## src/rtl/lda_pkg.sv

```systemverilog
package lda_pkg;
  localparam int LANES   = 8;
  localparam int DWORD_W = 8 * LANES;
  localparam int OFF_W   = $clog2(LANES);

  typedef enum logic [1:0] {
    SZ_B = 2'd0,
    SZ_H = 2'd1,
    SZ_W = 2'd2,
    SZ_D = 2'd3
  } ld_size_e;

  // Width of an access in bytes
  function automatic int size_bytes(ld_size_e sz);
    return 1 << int'(sz);
  endfunction

  // Order the low n bytes of an offset-shifted doubleword
  function automatic logic [DWORD_W-1:0] lane_order(logic [DWORD_W-1:0] shifted,
                                                     ld_size_e sz, logic big);
    logic [DWORD_W-1:0] res;
    int n;
    n   = size_bytes(sz);
    res = '0;
    for (int i = 0; i < LANES; i++) begin
      if (i < n) begin
        if (big) res[8*i +: 8] = shifted[8*(n-1-i) +: 8];
        else     res[8*i +: 8] = shifted[8*i +: 8];
      end
    end
    return res;
  endfunction

  // Widen an n-byte value to the full doubleword
  function automatic logic [DWORD_W-1:0] widen(logic [DWORD_W-1:0] v,
                                                ld_size_e sz, logic uns);
    logic [DWORD_W-1:0] res;
    case (sz)
      SZ_B:    res = {{(DWORD_W-8){v[7]  & ~uns}}, v[7:0]};
      SZ_H:    res = {{(DWORD_W-16){v[15] & ~uns}}, v[15:0]};
      SZ_W:    res = {{(DWORD_W-32){v[31] & ~uns}}, v[31:0]};
      default: res = v;
    endcase
    return res;
  endfunction

  // Offset not a multiple of the access size
  function automatic logic is_misaligned(logic [OFF_W-1:0] off, ld_size_e sz);
    logic [OFF_W-1:0] mask;
    mask = OFF_W'(size_bytes(sz) - 1);
    return |(off & mask);
  endfunction
endpackage

```

## src/rtl/lda_align_chk.sv

```systemverilog
module lda_align_chk
  import lda_pkg::*;
(
  input  logic [OFF_W-1:0] off,
  input  ld_size_e         size,
  output logic             misaligned
);
  always_comb misaligned = is_misaligned(off, size);
endmodule

```

## src/rtl/lda_lane_pick.sv

```systemverilog
module lda_lane_pick
  import lda_pkg::*;
(
  input  logic [DWORD_W-1:0] dword,
  input  logic [OFF_W-1:0]   off,
  input  ld_size_e           size,
  input  logic               big,
  output logic [DWORD_W-1:0] value
);
  logic [DWORD_W-1:0] shifted;

  // Bring the addressed lane down to byte 0
  always_comb shifted = dword >> {off, 3'b000};
  always_comb value   = lane_order(shifted, size, big);
endmodule

```

## src/rtl/lda_extend.sv

```systemverilog
module lda_extend
  import lda_pkg::*;
(
  input  logic [DWORD_W-1:0] value,
  input  ld_size_e           size,
  input  logic               uns,
  output logic [DWORD_W-1:0] result
);
  always_comb result = widen(value, size, uns);
endmodule

```

## src/rtl/lda_load_align.sv

```systemverilog
module lda_load_align
  import lda_pkg::*;
#(
  parameter int ADDR_W = 32
) (
  input  logic              clk,
  input  logic              rst_n,
  input  logic              req_valid,
  input  logic [ADDR_W-1:0] req_addr,
  input  logic [1:0]        req_size,
  input  logic              req_unsigned,
  input  logic              big_endian,
  input  logic [63:0]       mem_rdata,
  output logic              rsp_valid,
  output logic [63:0]       rsp_data,
  output logic              rsp_wr_en,
  output logic              misalign_fault
);
  // Captured request
  logic               vld_q;
  logic [OFF_W-1:0]   off_q;
  ld_size_e           size_q;
  logic               uns_q;
  logic               big_q;
  logic [DWORD_W-1:0] data_q;

  // Named internal events
  logic               misal;
  logic [DWORD_W-1:0] lane_val;
  logic [DWORD_W-1:0] ext_val;
  logic               addr_hi_unused;

  assign addr_hi_unused = ^req_addr[ADDR_W-1:OFF_W];

  always_ff @(posedge clk or negedge rst_n) begin
    if (!rst_n) begin
      vld_q  <= 1'b0;
      off_q  <= '0;
      size_q <= SZ_B;
      uns_q  <= 1'b0;
      big_q  <= 1'b0;
      data_q <= '0;
    end else begin
      vld_q <= req_valid;
      if (req_valid) begin
        off_q  <= req_addr[OFF_W-1:0];
        size_q <= ld_size_e'(req_size);
        uns_q  <= req_unsigned;
        big_q  <= big_endian;
        data_q <= mem_rdata;
      end
    end
  end

  lda_align_chk u_chk (
    .off        (off_q),
    .size       (size_q),
    .misaligned (misal)
  );

  lda_lane_pick u_pick (
    .dword (data_q),
    .off   (off_q),
    .size  (size_q),
    .big   (big_q),
    .value (lane_val)
  );

  lda_extend u_ext (
    .value  (lane_val),
    .size   (size_q),
    .uns    (uns_q),
    .result (ext_val)
  );

  assign rsp_valid      = vld_q;
  assign misalign_fault = vld_q & misal;
  assign rsp_wr_en      = vld_q & ~misal;
  assign rsp_data       = (vld_q & ~misal) ? ext_val : '0;

  // each strobe yields a response next cycle, none otherwise
  assert_rsp_follows_req_R2: assert property (@(posedge clk) disable iff (!rst_n)
    req_valid |=> rsp_valid);
  assert_idle_quiet_R2: assert property (@(posedge clk) disable iff (!rst_n)
    !req_valid |=> !rsp_valid);

  // a fault carries no write and no data
  assert_fault_blocks_write_R10: assert property (@(posedge clk) disable iff (!rst_n)
    misalign_fault |-> (!rsp_wr_en && rsp_data == '0));

  // a response is either a write or a fault
  assert_outcome_single_R11: assert property (@(posedge clk) disable iff (!rst_n)
    rsp_valid |-> ($countones({rsp_wr_en, misalign_fault}) == 1));
  assert_no_outcome_idle_R11: assert property (@(posedge clk) disable iff (!rst_n)
    !rsp_valid |-> (!rsp_wr_en && !misalign_fault));

  // byte loads never fault
  assert_byte_aligned_R9: assert property (@(posedge clk) disable iff (!rst_n)
    (rsp_valid && size_q == SZ_B) |-> !misalign_fault);

  // unsigned byte load leaves upper bits clear
  assert_unsigned_upper_zero_R8: assert property (@(posedge clk) disable iff (!rst_n)
    (rsp_wr_en && uns_q && size_q == SZ_B) |-> (rsp_data[63:8] == '0));

  // signed halfword load copies its sign into the upper bits
  assert_signed_upper_copy_R7: assert property (@(posedge clk) disable iff (!rst_n)
    (rsp_wr_en && !uns_q && size_q == SZ_H) |->
      (($countones(rsp_data[63:15]) == 0) || ($countones(rsp_data[63:15]) == 49)));
endmodule

```

## config.mk

```make
export PLATFORM = sky130hd
export DESIGN_NAME = lda_load_align
export DESIGN_NICKNAME = d
export VERILOG_FILES = /design/src/rtl/lda_pkg.sv /design/src/rtl/lda_align_chk.sv /design/src/rtl/lda_lane_pick.sv /design/src/rtl/lda_extend.sv /design/src/rtl/lda_load_align.sv
export SDC_FILE = /design/constraint.sdc
export NUM_CORES = 1
export LEC_CHECK = 0
export BUFFER_PORTS_ARGS = -buffer_cell sky130_fd_sc_hd__clkbuf_2
export CORE_MARGIN = 1
export CORE_UTILIZATION = 30
export CTS_BUF_LIST = sky130_fd_sc_hd__clkbuf_4 sky130_fd_sc_hd__clkbuf_8
export DETAILED_ROUTE_END_ITERATION = 8
export GPL_TIMING_DRIVEN = 1
export SKIP_CTS_REPAIR_TIMING = 1
export SKIP_LAST_GASP = 1
export SLEW_MARGIN = 20
export SYNTH_ARGS = -nofsm -noshare
export SYNTH_HDL_FRONTEND = slang
export SYNTH_SLANG_ARGS = --single-unit
export TNS_END_PERCENT = 1
```

## constraint.sdc

```tcl
create_clock -name clk -period 5.8 [get_ports clk]
set_input_delay 0.87 -clock clk [delete_from_list [all_inputs] [get_ports clk]]
set_output_delay 0.87 -clock clk [all_outputs]
set_load 0.02 [all_outputs]
```

### After elaboration in Yosys (flattened, before gate mapping)

Index checks and enable logic that the tools add are counted.

| storage, ports and cells | value |
|---|---|
| register bits | 72 |
| bits of input ports | 103 |
| output and inout port bits | 67 |

| operators by class | value |
|---|---|
| $add $sub $neg | 8 |
| $lt $le $gt $ge | 8 |
| equal/unequal tests | 2 |
| shift operators | 10 |
| mux-type cells | 18 |
| bitwise logic cells | 8 |
| reduce and logical (&&, ||, !) cells | 2 |

Operator list:

| kind | number |
|---|---|
| 64-bit by 32-bit indexed part select with 8-bit output | 8 |
| 64-bit case mux with 3 select lines | 1 |
| 4-bit by 32-bit less-than comparator with 1-bit output, first input constant | 4 |
| 8-bit two-way mux | 16 |
| 29-bit by 4-bit subtractor with 29-bit output, second input constant | 4 |
| 3-bit by 32-bit less-than comparator with 1-bit output, first input constant | 2 |
| 64-bit two-way mux | 1 |
| 64-bit by 6-bit >> shifter with 64-bit output | 1 |
| 29-bit by 2-bit subtractor with 29-bit output, second input constant | 2 |
| 29-bit by 3-bit subtractor with 29-bit output, second input constant | 2 |
| 1-bit by 32-bit less-than comparator with 1-bit output, first input constant | 1 |
| 2-bit by 32-bit less-than comparator with 1-bit output, first input constant | 1 |
| 1-bit by 2-bit left shift with 32-bit output, first input constant | 1 |
| 1-bit AND | 5 |
| 3-bit AND | 1 |
| 3-bit OR reduction | 1 |
| 2-bit by 1-bit equality test with 1-bit output, second input constant | 1 |
| 2-bit equality test, second input constant | 1 |
| 2-bit zero test | 1 |
| 1-bit NOT | 2 |

### Logic depth before layout (Yosys ltp)

Gate-level depths: netlist of run 1.

| logic depth | value |
|---|---|
| depth after elaboration | 9 |
| mapped depth | 19 |
| depth with buffers taken out | 12 |

### By module

Synthesis of run 1 repeated with hierarchy kept, for this count alone.

| second synthesis, totals | value |
|---|---|
| cell total of the unflattened synthesis | 1,186 |
| area, all modules | 10,276.1 um^2 |

Modules (own cells, without submodules):

| module | times used | cells an instance | area each (um^2) |
|---|---|---|---|
| lda_lane_pick | 1 | 801 | 5,750.5 |
| lda_load_align | 1 | 231 | 3,653.5 |
| lda_extend | 1 | 150 | 853.3 |
| lda_align_chk | 1 | 4 | 18.8 |

### Worst setup path before layout of run 1

OpenSTA, ideal clock, no wires.

| timing path | value |
|---|---|
| path type | register to output |
| start point | register size_q[0] |
| end point | output port rsp_data[19] |
| arrival time | 4.362 ns |
| setup slack | 0.568 ns |
| stages on the path, launching flop included | 17 |
| path buffers | 9 |
| path through | dfrtp_1 inv_1 ha_1 buf_4 buf_4 buf_2 inv_2 buf_2 buf_1 ha_1 buf_2 inv_1 clkbuf_1 clkbuf_1 clkbuf_1 a31oi_1 o41ai_1 |

| on the way | value |
|---|---|
| word-level cells in the longest chain between the ends | 9 |
| elaborated cells between the ends (all ways) | 27 |
| those cells by class | add/sub (3); order compare (3); eq/ne (2); shift (4); mux (8); bitwise (5); reduce/logical (2) |

RTL lines:

| element | line | text |
|---|---|---|
| start, declared | lda_load_align.sv:22 | `ld_size_e size_q;` |
| start signal, assigned | lda_load_align.sv:47 | `size_q <= ld_size_e'(req_size);` |
| 1-bit by 2-bit left shift with 32-bit output | lda_pkg.sv:15 | `return 1 << int'(sz);` |
| 29-bit by 2-bit subtractor with 29-bit output (2 in series) | lda_pkg.sv:27 | `if (big) res[8*i +: 8] = shifted[8*(n-1-i) +: 8];` |
| 64-bit by 32-bit indexed part select with 8-bit output | lda_pkg.sv:27 |  |
| 8-bit two-way mux | lda_pkg.sv:27 |  |
| 8-bit two-way mux | lda_pkg.sv:26 | `if (i < n) begin` |
| 1-bit AND | lda_pkg.sv:40 | `SZ_H: res = {{(DWORD_W-16){v[15] & ~uns}}, v[15:0]};` |
| 64-bit case mux with 3 select lines | lda_pkg.sv:38 | `case (sz)` |
| 64-bit two-way mux (*) | lda_load_align.sv:79 | `assign rsp_data = (vld_q & ~misal) ? ext_val : '0;` |
| end, declared | lda_load_align.sv:15 | `output logic [63:0] rsp_data,` |

Every way passes the cells marked *; elsewhere a longest branch is shown, timed or not.

### Worst setup path after layout of run 1

| timing path | value |
|---|---|
| start point | register size_q[0] |
| end point | output port rsp_data[59] |

| on the way | value |
|---|---|
| word-level cells in the longest chain between the ends | 9 |
| elaborated cells between the ends (all ways) | 33 |
| those cells by class | add/sub (4); order compare (4); eq/ne (2); shift (5); mux (10); bitwise (6); reduce/logical (2) |

RTL lines:

| element | line |
|---|---|
| 1-bit by 2-bit left shift with 32-bit output | lda_pkg.sv:15 |
| 29-bit by 2-bit subtractor with 29-bit output | lda_pkg.sv:27 |
| 29-bit by 3-bit subtractor with 29-bit output / 29-bit by 2-bit subtractor with 29-bit output (equally long branches) | lda_pkg.sv:27 |
| 64-bit by 32-bit indexed part select with 8-bit output | lda_pkg.sv:27 |
| 8-bit two-way mux | lda_pkg.sv:27 |
| 8-bit two-way mux | lda_pkg.sv:26 |
| 1-bit AND, on equally long branches | lda_pkg.sv:41, lda_pkg.sv:40 |
| 64-bit case mux with 3 select lines | lda_pkg.sv:38 |
| 64-bit two-way mux (*) | lda_load_align.sv:79 |

Marks and branches as above.

==> summary.md, run 1 <==
| Metric | Value |
|---|---|
| Root Driver | `clkbuf_8` |
| ANT cells | `0` |
| Worst path required time | `4930 ps` |
| Syn avg cell area | `approximately 8.6 µm²` |
| DP Area | `slightly above 10000 µm²` |
| Area leader, netlist | `dfrtp_1` |
| Sequential area share after synthesis | `between 10% and 20%` |
| Clk network pwr share | `around 19%` |
| Simple-Gate Fraction of Synth Area | `approximately 15%` |
| Area contributors post-synth | `dfrtp_1 19%, mux2_2 11%, mux4_2 9.7%, mux2i_1 7.8%, nor2_1 4.0%` |
| Total CTS buffers | `9` |
| Period utilisation layout | `just over 90%` |
| Switching portion of total power | `a little under half` |
| Worst EP arrival | `4390 ps` |
| Met2 WL post-DR | `approximately 14000 µm` |
| DRT met1 WL | `~17000 µm` |
| Crit-path leading delay family | `compound AO/OA/AOI/OAI gates` |
| Final GP Congestion | `between 0.9 and 1` |
| Register share of total power | `a little over a quarter` |
| Share of layout cells above drive strength 1 | `between 30% and 40%` |
| Critical Path Sink Type | `output pin` |
| Area fraction of the dominant cell type after synthesis | `between 15 and 20%` |
| Drt pass-1 iters | `8` |
| Row count | `64` |
| Die Area | `31800 µm²` |
| RSZ-0062 raised after global routing | `no` |
| DRC violations left | `0` |
| Detail Placement HPWL | `28100 µm` |
| Hold Path Class | `flop to flop` |
| Gate Count Post-Synth | `about 1100` |
| EDFF count, synth | `0` |
| Fin Setup TNS | `0 ps` |
| Static Leakage | `0.00416 µW` |
| Final setup fails | `0` |
| Post-route cell area | `around 10000 µm²` |
| Main synth FF type | `dfrtp_1` |
| Final-layout fill cell count | `about 3200` |
| Met3 Routed Length | `between 4000 and 5000 µm` |
| NetSw | `~1100 µW` |
| Routed vias/inst | `slightly above 6` |
| CTS tree | `yes` |
| Min Clock Period, post-route | `5260 ps` |
| Clk sinks | `between 70 and 80` |
| Die Span X | `~180 µm` |
| CP Buf/Inv Count | `4` |
| Drt first-iter violations | `~1300` |
| Routed wire length | `36500 µm` |
| Adder and majority gate portion of the synthesized area | `around 1.5%` |
| Mux share of post-synthesis cell area | `a little under 30%` |
| Post-route ant nets | `0` |
| Port Buf Inserts | `140` |
| Clk pin slew, worst setup/hold paths | `80 ps` |
| Core Region | `around 30000 µm²` |
| H-Tree Depth | `3` |
| Slew Viols, Final | `0` |
| Distinct cells, synth | `91` |
| Largest family of logic cells by synthesized area | `multiplexers` |
| Vias post-DR | `between 9000 and 10000` |
| Yosys reg bits | `72` |
| Final core occ | `between 30% and 40%` |
| Synth Area in Compound Gates | `around 27%` |
| Internal power | `1360 µW` |
| Initial antenna violation count | `0` |
| Status | `complete, no violations` |
| Most numerous cell in the Yosys netlist | `nor2_1` |
| Total chip power | `roughly 2500 µW` |
| Layout net count | `1265` |
| Clock Path Buffers | `2` |
| Vias in the first global route | `roughly 8400` |
| Top cell by count, worst path | `buf_4` |
| Max Cap Violations | `0` |
| Leading cell types by count after synthesis | `99 x nor2_1, 93 x nand2_1, 92 x mux2_2` |
| Syn_nets | `roughly 1200` |
| Aggregate global-route resource usage | `roughly 23%` |
| Worst vdd ir | `around 0.15 mV` |
| Mapped cell area | `a little over 9000 µm²` |
| Crit Path Class | `flop to output pin` |
| First-pass GRT wire length | `roughly 54000 µm` |
| Die H | `178 µm` |
| Worst path slowest cell | `o41ai_4` |
| Hold Fails Final Rpt | `0` |
| DR WL/cell | `23.5 µm` |
| Async SR Flop Fraction | `100%` |
| Synth Warn # | `0` |
| Reg2reg setup slack | `about 4100 ps` |
| IO Pins | `170` |
| F_max | `approximately 190 MHz` |
| Max FO, Critical Path | `32` |
| Worst Setup Start Kind | `flop` |
| Comb pwr share | `53.8%` |
| PD cells | `~240 nW/µm²` |
| Max incr delay on CP | `between 600 and 700 ps` |
| Clk Latency, worst-skew pair | `between 300 and 400 ps` |
| Area added between synthesis and finish | `12.2%` |
| CP Cell Sequence | `inv_1, ha_2, buf_4, mux2i_1, a2bb2oi_1, a311oi_2, o221ai_2, a2111oi_4, o41ai_4, buf_4, a31oi_2, clkbuf_2` |
| Highest Signal Layer | `met4` |
| Grt total ovfl | `0` |
| Clk_skew | `0 ps` |
| Measured slew at the worst slew-check pin | `1070 ps` |
| Post-synthesis xor/xnor area fraction | `less than 1%` |
| Largest net degree at the start of global routing | `just over 80` |
| Slew margin rel. | `28.2%` |
| Initial Utilization | `between 30 and 40%` |
[power groups by stage]
stage | clock, µW | sequential, µW | combinational, µW
global route | 518 | 677 | 1410
floorplan | 0 | 593 | 979
detailed placement | 0 | 673 | 1290
finish | 481 | 666 | 1330
global placement | 0 | 669 | 1280
CTS | 500 | 663 | 1290
[cell type report]
type                    count  area [µm²]  area share (%)
clock inverters             5         106            1.02
multi-input cells         869        6850            65.6
clock buffers              10         131            1.26
repair buffers            174         961            9.20
inverters                  25        93.8           0.898
well taps                 396         495            4.74
flip-flops and latches     72        1810            17.3
[flip-flops by register name (all words and copies together) (netlist names)]
register,flops
big_q,1
size_q,2
data_q,64
rsp_valid,1
off_q,3
uns_q,1
[cells by family after synthesis]
| group | count (synthesis) |
|---|---|
| adder cells (fa/ha/maj) | 11 |
| AND/OR/NAND/NOR | 305 |
| buffers and inverters | 138 |
| AO/OA/AOI/OAI | 343 |
| multiplexers | 208 |
| XOR/XNOR | 2 |
| flip-flops | 72 |
[layer usage]
metal  up-vias  GRT usage (%)
li1       4267              -
met1      4560           35.1
met2       568           30.2
met3        42           6.12
met4         0           5.69
met5         -              0
[path summary, 6_finish.rpt]
| path | start | endpoint | cells past startpoint |
|---|---|---|---|
| max reg2reg | off_q[1] | off_q[1] | 3 |
| max in group asynchronous | rst_n | off_q[0] | 1 |
| min reg2reg | data_q[0] | data_q[0] | 1 |
| min | data_q[0] | data_q[0] | 1 |
| min in group asynchronous | rst_n | data_q[63] | 1 |
| max | size_q[0] | rsp_data[59] | 12 |
[through the flow]
stage,setup WS (ps),hold slack [ps],std cells
floorplan,568,476,1079
global placement,1010,494,1536
detailed placement,979,498,1536
CTS,551,515,1551
global route,308,540,1551
finish,542,507,1551
[worst register-to-register path: stages, from the launching register on]
cell     delay [ps]
dfrtp_4         900
inv_1           290
buf_4           260
o21ai_0         160
[layout by cell type, fill, tap and decap left out, drive strengths merged, types with 36 or more instances in the layout]
master / instances
nor2: 121
clkbuf: 148
dfrtp: 72
o21ai: 76
buf: 36
mux2: 94
nand2: 93
mux2i: 73
a21oi: 63
mux4: 41
(Power assumes the default switching activity.)
==> run 2: changes to the inputs <==
--- a/config.mk
+++ b/config.mk
@@ -6,11 +6,14 @@
 export NUM_CORES = 1
 export LEC_CHECK = 0
 export BUFFER_PORTS_ARGS = -buffer_cell sky130_fd_sc_hd__clkbuf_2
+export CELL_PAD_IN_SITES_DETAIL_PLACEMENT = 2
+export CELL_PAD_IN_SITES_GLOBAL_PLACEMENT = 2
 export CORE_MARGIN = 1
 export CORE_UTILIZATION = 30
 export CTS_BUF_LIST = sky130_fd_sc_hd__clkbuf_4 sky130_fd_sc_hd__clkbuf_8
 export DETAILED_ROUTE_END_ITERATION = 8
 export GPL_TIMING_DRIVEN = 1
+export PLACE_DENSITY_LB_ADDON = 0.1
 export SKIP_CTS_REPAIR_TIMING = 1
 export SKIP_LAST_GASP = 1
 export SLEW_MARGIN = 20
==> run 2 against run 1 <==
Against the previous run: global-route usage up 4.0 points; via count is 0.13% higher; critical path depth down 2; total power shrank 0.19%; cell area decreased by 0.40%; flip-flop and latch count is the same; maximum frequency up 0.72%.
==> summary.md, run 2 (synthesized netlist as in run 1, its figures left out) <==
| Metric | Value |
|---|---|
| Clk network pwr share | `17.2% (-2.2 points)` |
| Worst path required time | `4930 ps (about the same)` |
| Clk_skew | `0 ps (unchanged)` |
| Drt first-iter violations | `731 (-42%)` |
| Final-layout fill cell count | `3516 (+8.5%)` |
| Top flop regs | `data_q: 64 flops, off_q: 3 flops, size_q: 2 flops` |
| Row count | `64 (unchanged)` |
| Min Clock Period, post-route | `5220 ps (-37.7 ps)` |
| Pre-CTS WS | `996 ps (+16.9 ps)` |
| Slew Viols, Final | `0 (unchanged)` |
| Die Area | `31800 µm² (unchanged)` |
| IO Pins | `170 (unchanged)` |
| Met3 Use GR | `2.71% (-3.4 points)` |
| Vias post-DR | `9449 (+0.13%)` |
| Total CTS buffers | `9 (unchanged)` |
| Register share of total power | `27.3% (+0.5 points)` |
| Clk pin slew, worst setup/hold paths | `90 ps (about the same)` |
| Worst vdd ir | `0.203 mV (+34%)` |
| Period utilisation layout | `90.0% (-0.65 points)` |
| Hold Path Class | `input port to async pin` |
| PD cells | `238 nW/µm² (+0.20%)` |
| Port Buf Inserts | `140 (unchanged)` |
| Static Leakage | `0.00413 µW (-0.73%)` |
| Area added between synthesis and finish | `11.7%` |
| Clk sinks | `72 (unchanged)` |
| Worst path slowest cell | `ha_1` |
| Aggregate global-route resource usage | `26.8% (+4.0 points)` |
| Total chip power | `2480 µW (-0.19%)` |
| Crit Path Class | `flop to output pin` |
| Fin Setup TNS | `0 ps (unchanged)` |
| Die H | `178 µm (unchanged)` |
| Comb pwr share | `55.5% (+1.7 points)` |
| Status | `complete, no violations` |
| ANT cells | `0 (unchanged)` |
| Met1 Usage GRT | `42.1% (+7.0 points)` |
| DR WL/cell | `27.4 µm (+16%)` |
| Most common cell after layout, fill and taps aside | `clkbuf_2` |
| Max FO, Critical Path | `30 (-6.3%)` |
| Switching portion of total power | `47.9% (+2.8 points)` |
| Initial Utilization | `30.5% (unchanged)` |
| CTS tree | `yes` |
| Post-route cell area | `10400 µm² (-0.40%)` |
| Clk Latency, worst-skew pair | `360 ps (about the same)` |
| Largest net degree at the start of global routing | `121 (+49%)` |
| Max incr delay on CP | `720 ps (+90 ps)` |
| H-Tree Depth | `3 (unchanged)` |
| CP Buf/Inv Count | `4 (unchanged)` |
| Final core occ | `34.0% (-0.14 points)` |
| Crit-path leading delay family | `compound AO/OA/AOI/OAI gates` |
| Drt pass-1 iters | `6 (-2)` |
| Measured slew at the worst slew-check pin | `1070 ps (+4.57 ps)` |
| Clock Path Buffers | `2 (unchanged)` |
| Most flop-heavy register | `data_q` |
| Final GP Congestion | `0.903 (-8.2%)` |
| RSZ-0062 raised after global routing | `no` |
| Layout net count | `1258 (-0.55%)` |
| GRT Max-Usage Layer | `met1` |
| Grt total ovfl | `0 (unchanged)` |
| Detail Placement HPWL | `32400 µm (+15%)` |
| Slew margin rel. | `27.9% (-0.31 points)` |
| Worst Setup Start Kind | `flop` |
| DP Area | `10200 µm² (-0.12%)` |
| Critical Path Sink Type | `output pin` |
| Max Cap Violations | `0 (unchanged)` |
| Root Driver | `clkbuf_8` |
| Final setup fails | `0 (unchanged)` |
| Vias in the first global route | `9503 (+13%)` |
| Worst EP arrival | `4350 ps (-40 ps)` |
| Post-route ant nets | `0 (unchanged)` |
| Internal power | `1290 µW (-5.2%)` |
| Worst setup margin | `580 ps (+37.7 ps)` |
| First-pass GRT wire length | `63300 µm (+17%)` |
| Commonest cells after routing, fill and taps aside | `138 x clkbuf_2, 98 x nor2_1, 93 x nand2_1` |
| Routed wire length | `42300 µm (+16%)` |
| CP Cell Sequence | `inv_1, ha_1, inv_2, a311oi_1, o221ai_2, a2111oi_4, o41ai_4, buf_12, a221oi_1, clkbuf_2` |
| Routed vias/inst | `6.12 (+0.52%)` |
| F_max | `192 MHz (+0.72%)` |
| M2 GR Usage | `38.7% (+8.4 points)` |
| DRC violations left | `0 (unchanged)` |
| Share of layout cells above drive strength 1 | `33.3% (-0.26 points)` |
| Initial antenna violation count | `0 (unchanged)` |
| NetSw | `1190 µW (+5.9%)` |
| Hold Fails Final Rpt | `0 (unchanged)` |
| Die Span X | `178 µm (unchanged)` |
| Max reg flops | `64 (unchanged)` |
| Core Region | `30600 µm² (unchanged)` |
==> run 2: cell count changes in the layout (fill, tap and decap cells not counted), moves of 2 or more <==
cell / change
inv_6: +2
buf_12: +3
bufinv_16: -2
buf_4: -10
==> run 2: final timing paths <==
check,cells after the start,slack (ps),from,end
setup / recovery,10,580,size_q[1],rsp_data[57]
hold / removal,1,400,rst_n,data_q[17]
setup reg to reg,3,3860,off_q[0],off_q[0]
hold reg to reg,1,510,data_q[0],data_q[0]
max in group asynchronous,2,4380,rst_n,off_q[1]
min in group clk,1,510,data_q[0],data_q[0]
==> run 2: metrics by stage <==
step,instances,hold slack (ps)
after floorplan,1079,476
after global placement,1529,490
after detailed placement,1529,498
after CTS,1545,384
after global routing,1545,388
final,1545,395
==> run 2: cell type report <==
type | instances | area, µm² | area share, %
Multi-Input combinational cell | 869 | 6850 | 65.8
Tap cell | 396 | 495 | 4.76
Clock buffer | 11 | 145 | 1.39
Sequential cell | 72 | 1810 | 17.4
Inverter | 25 | 93.8 | 0.902
Timing Repair Buffer | 167 | 946 | 9.09
Clock inverter | 5 | 63.8 | 0.613
==> run 2: routing by layer <==
| metal | part of all wire, % | wire, µm |
|---|---|---|
| met1 | 51 | 21700 |
| met2 | 42 | 17600 |
| met3 | 5.5 | 2340 |
| met4 | 1.5 | 626 |
| met5 | 0 | 0 |
==> run 2: power by group through the flow <==
stage	clock [µW]	sequential (µW)	combinational, µW
after floorplan	0	593	979
after global placement	0	676	1330
after detailed placement	0	682	1350
after CTS	445	672	1350
after global routing	462	686	1470
final	426	675	1380
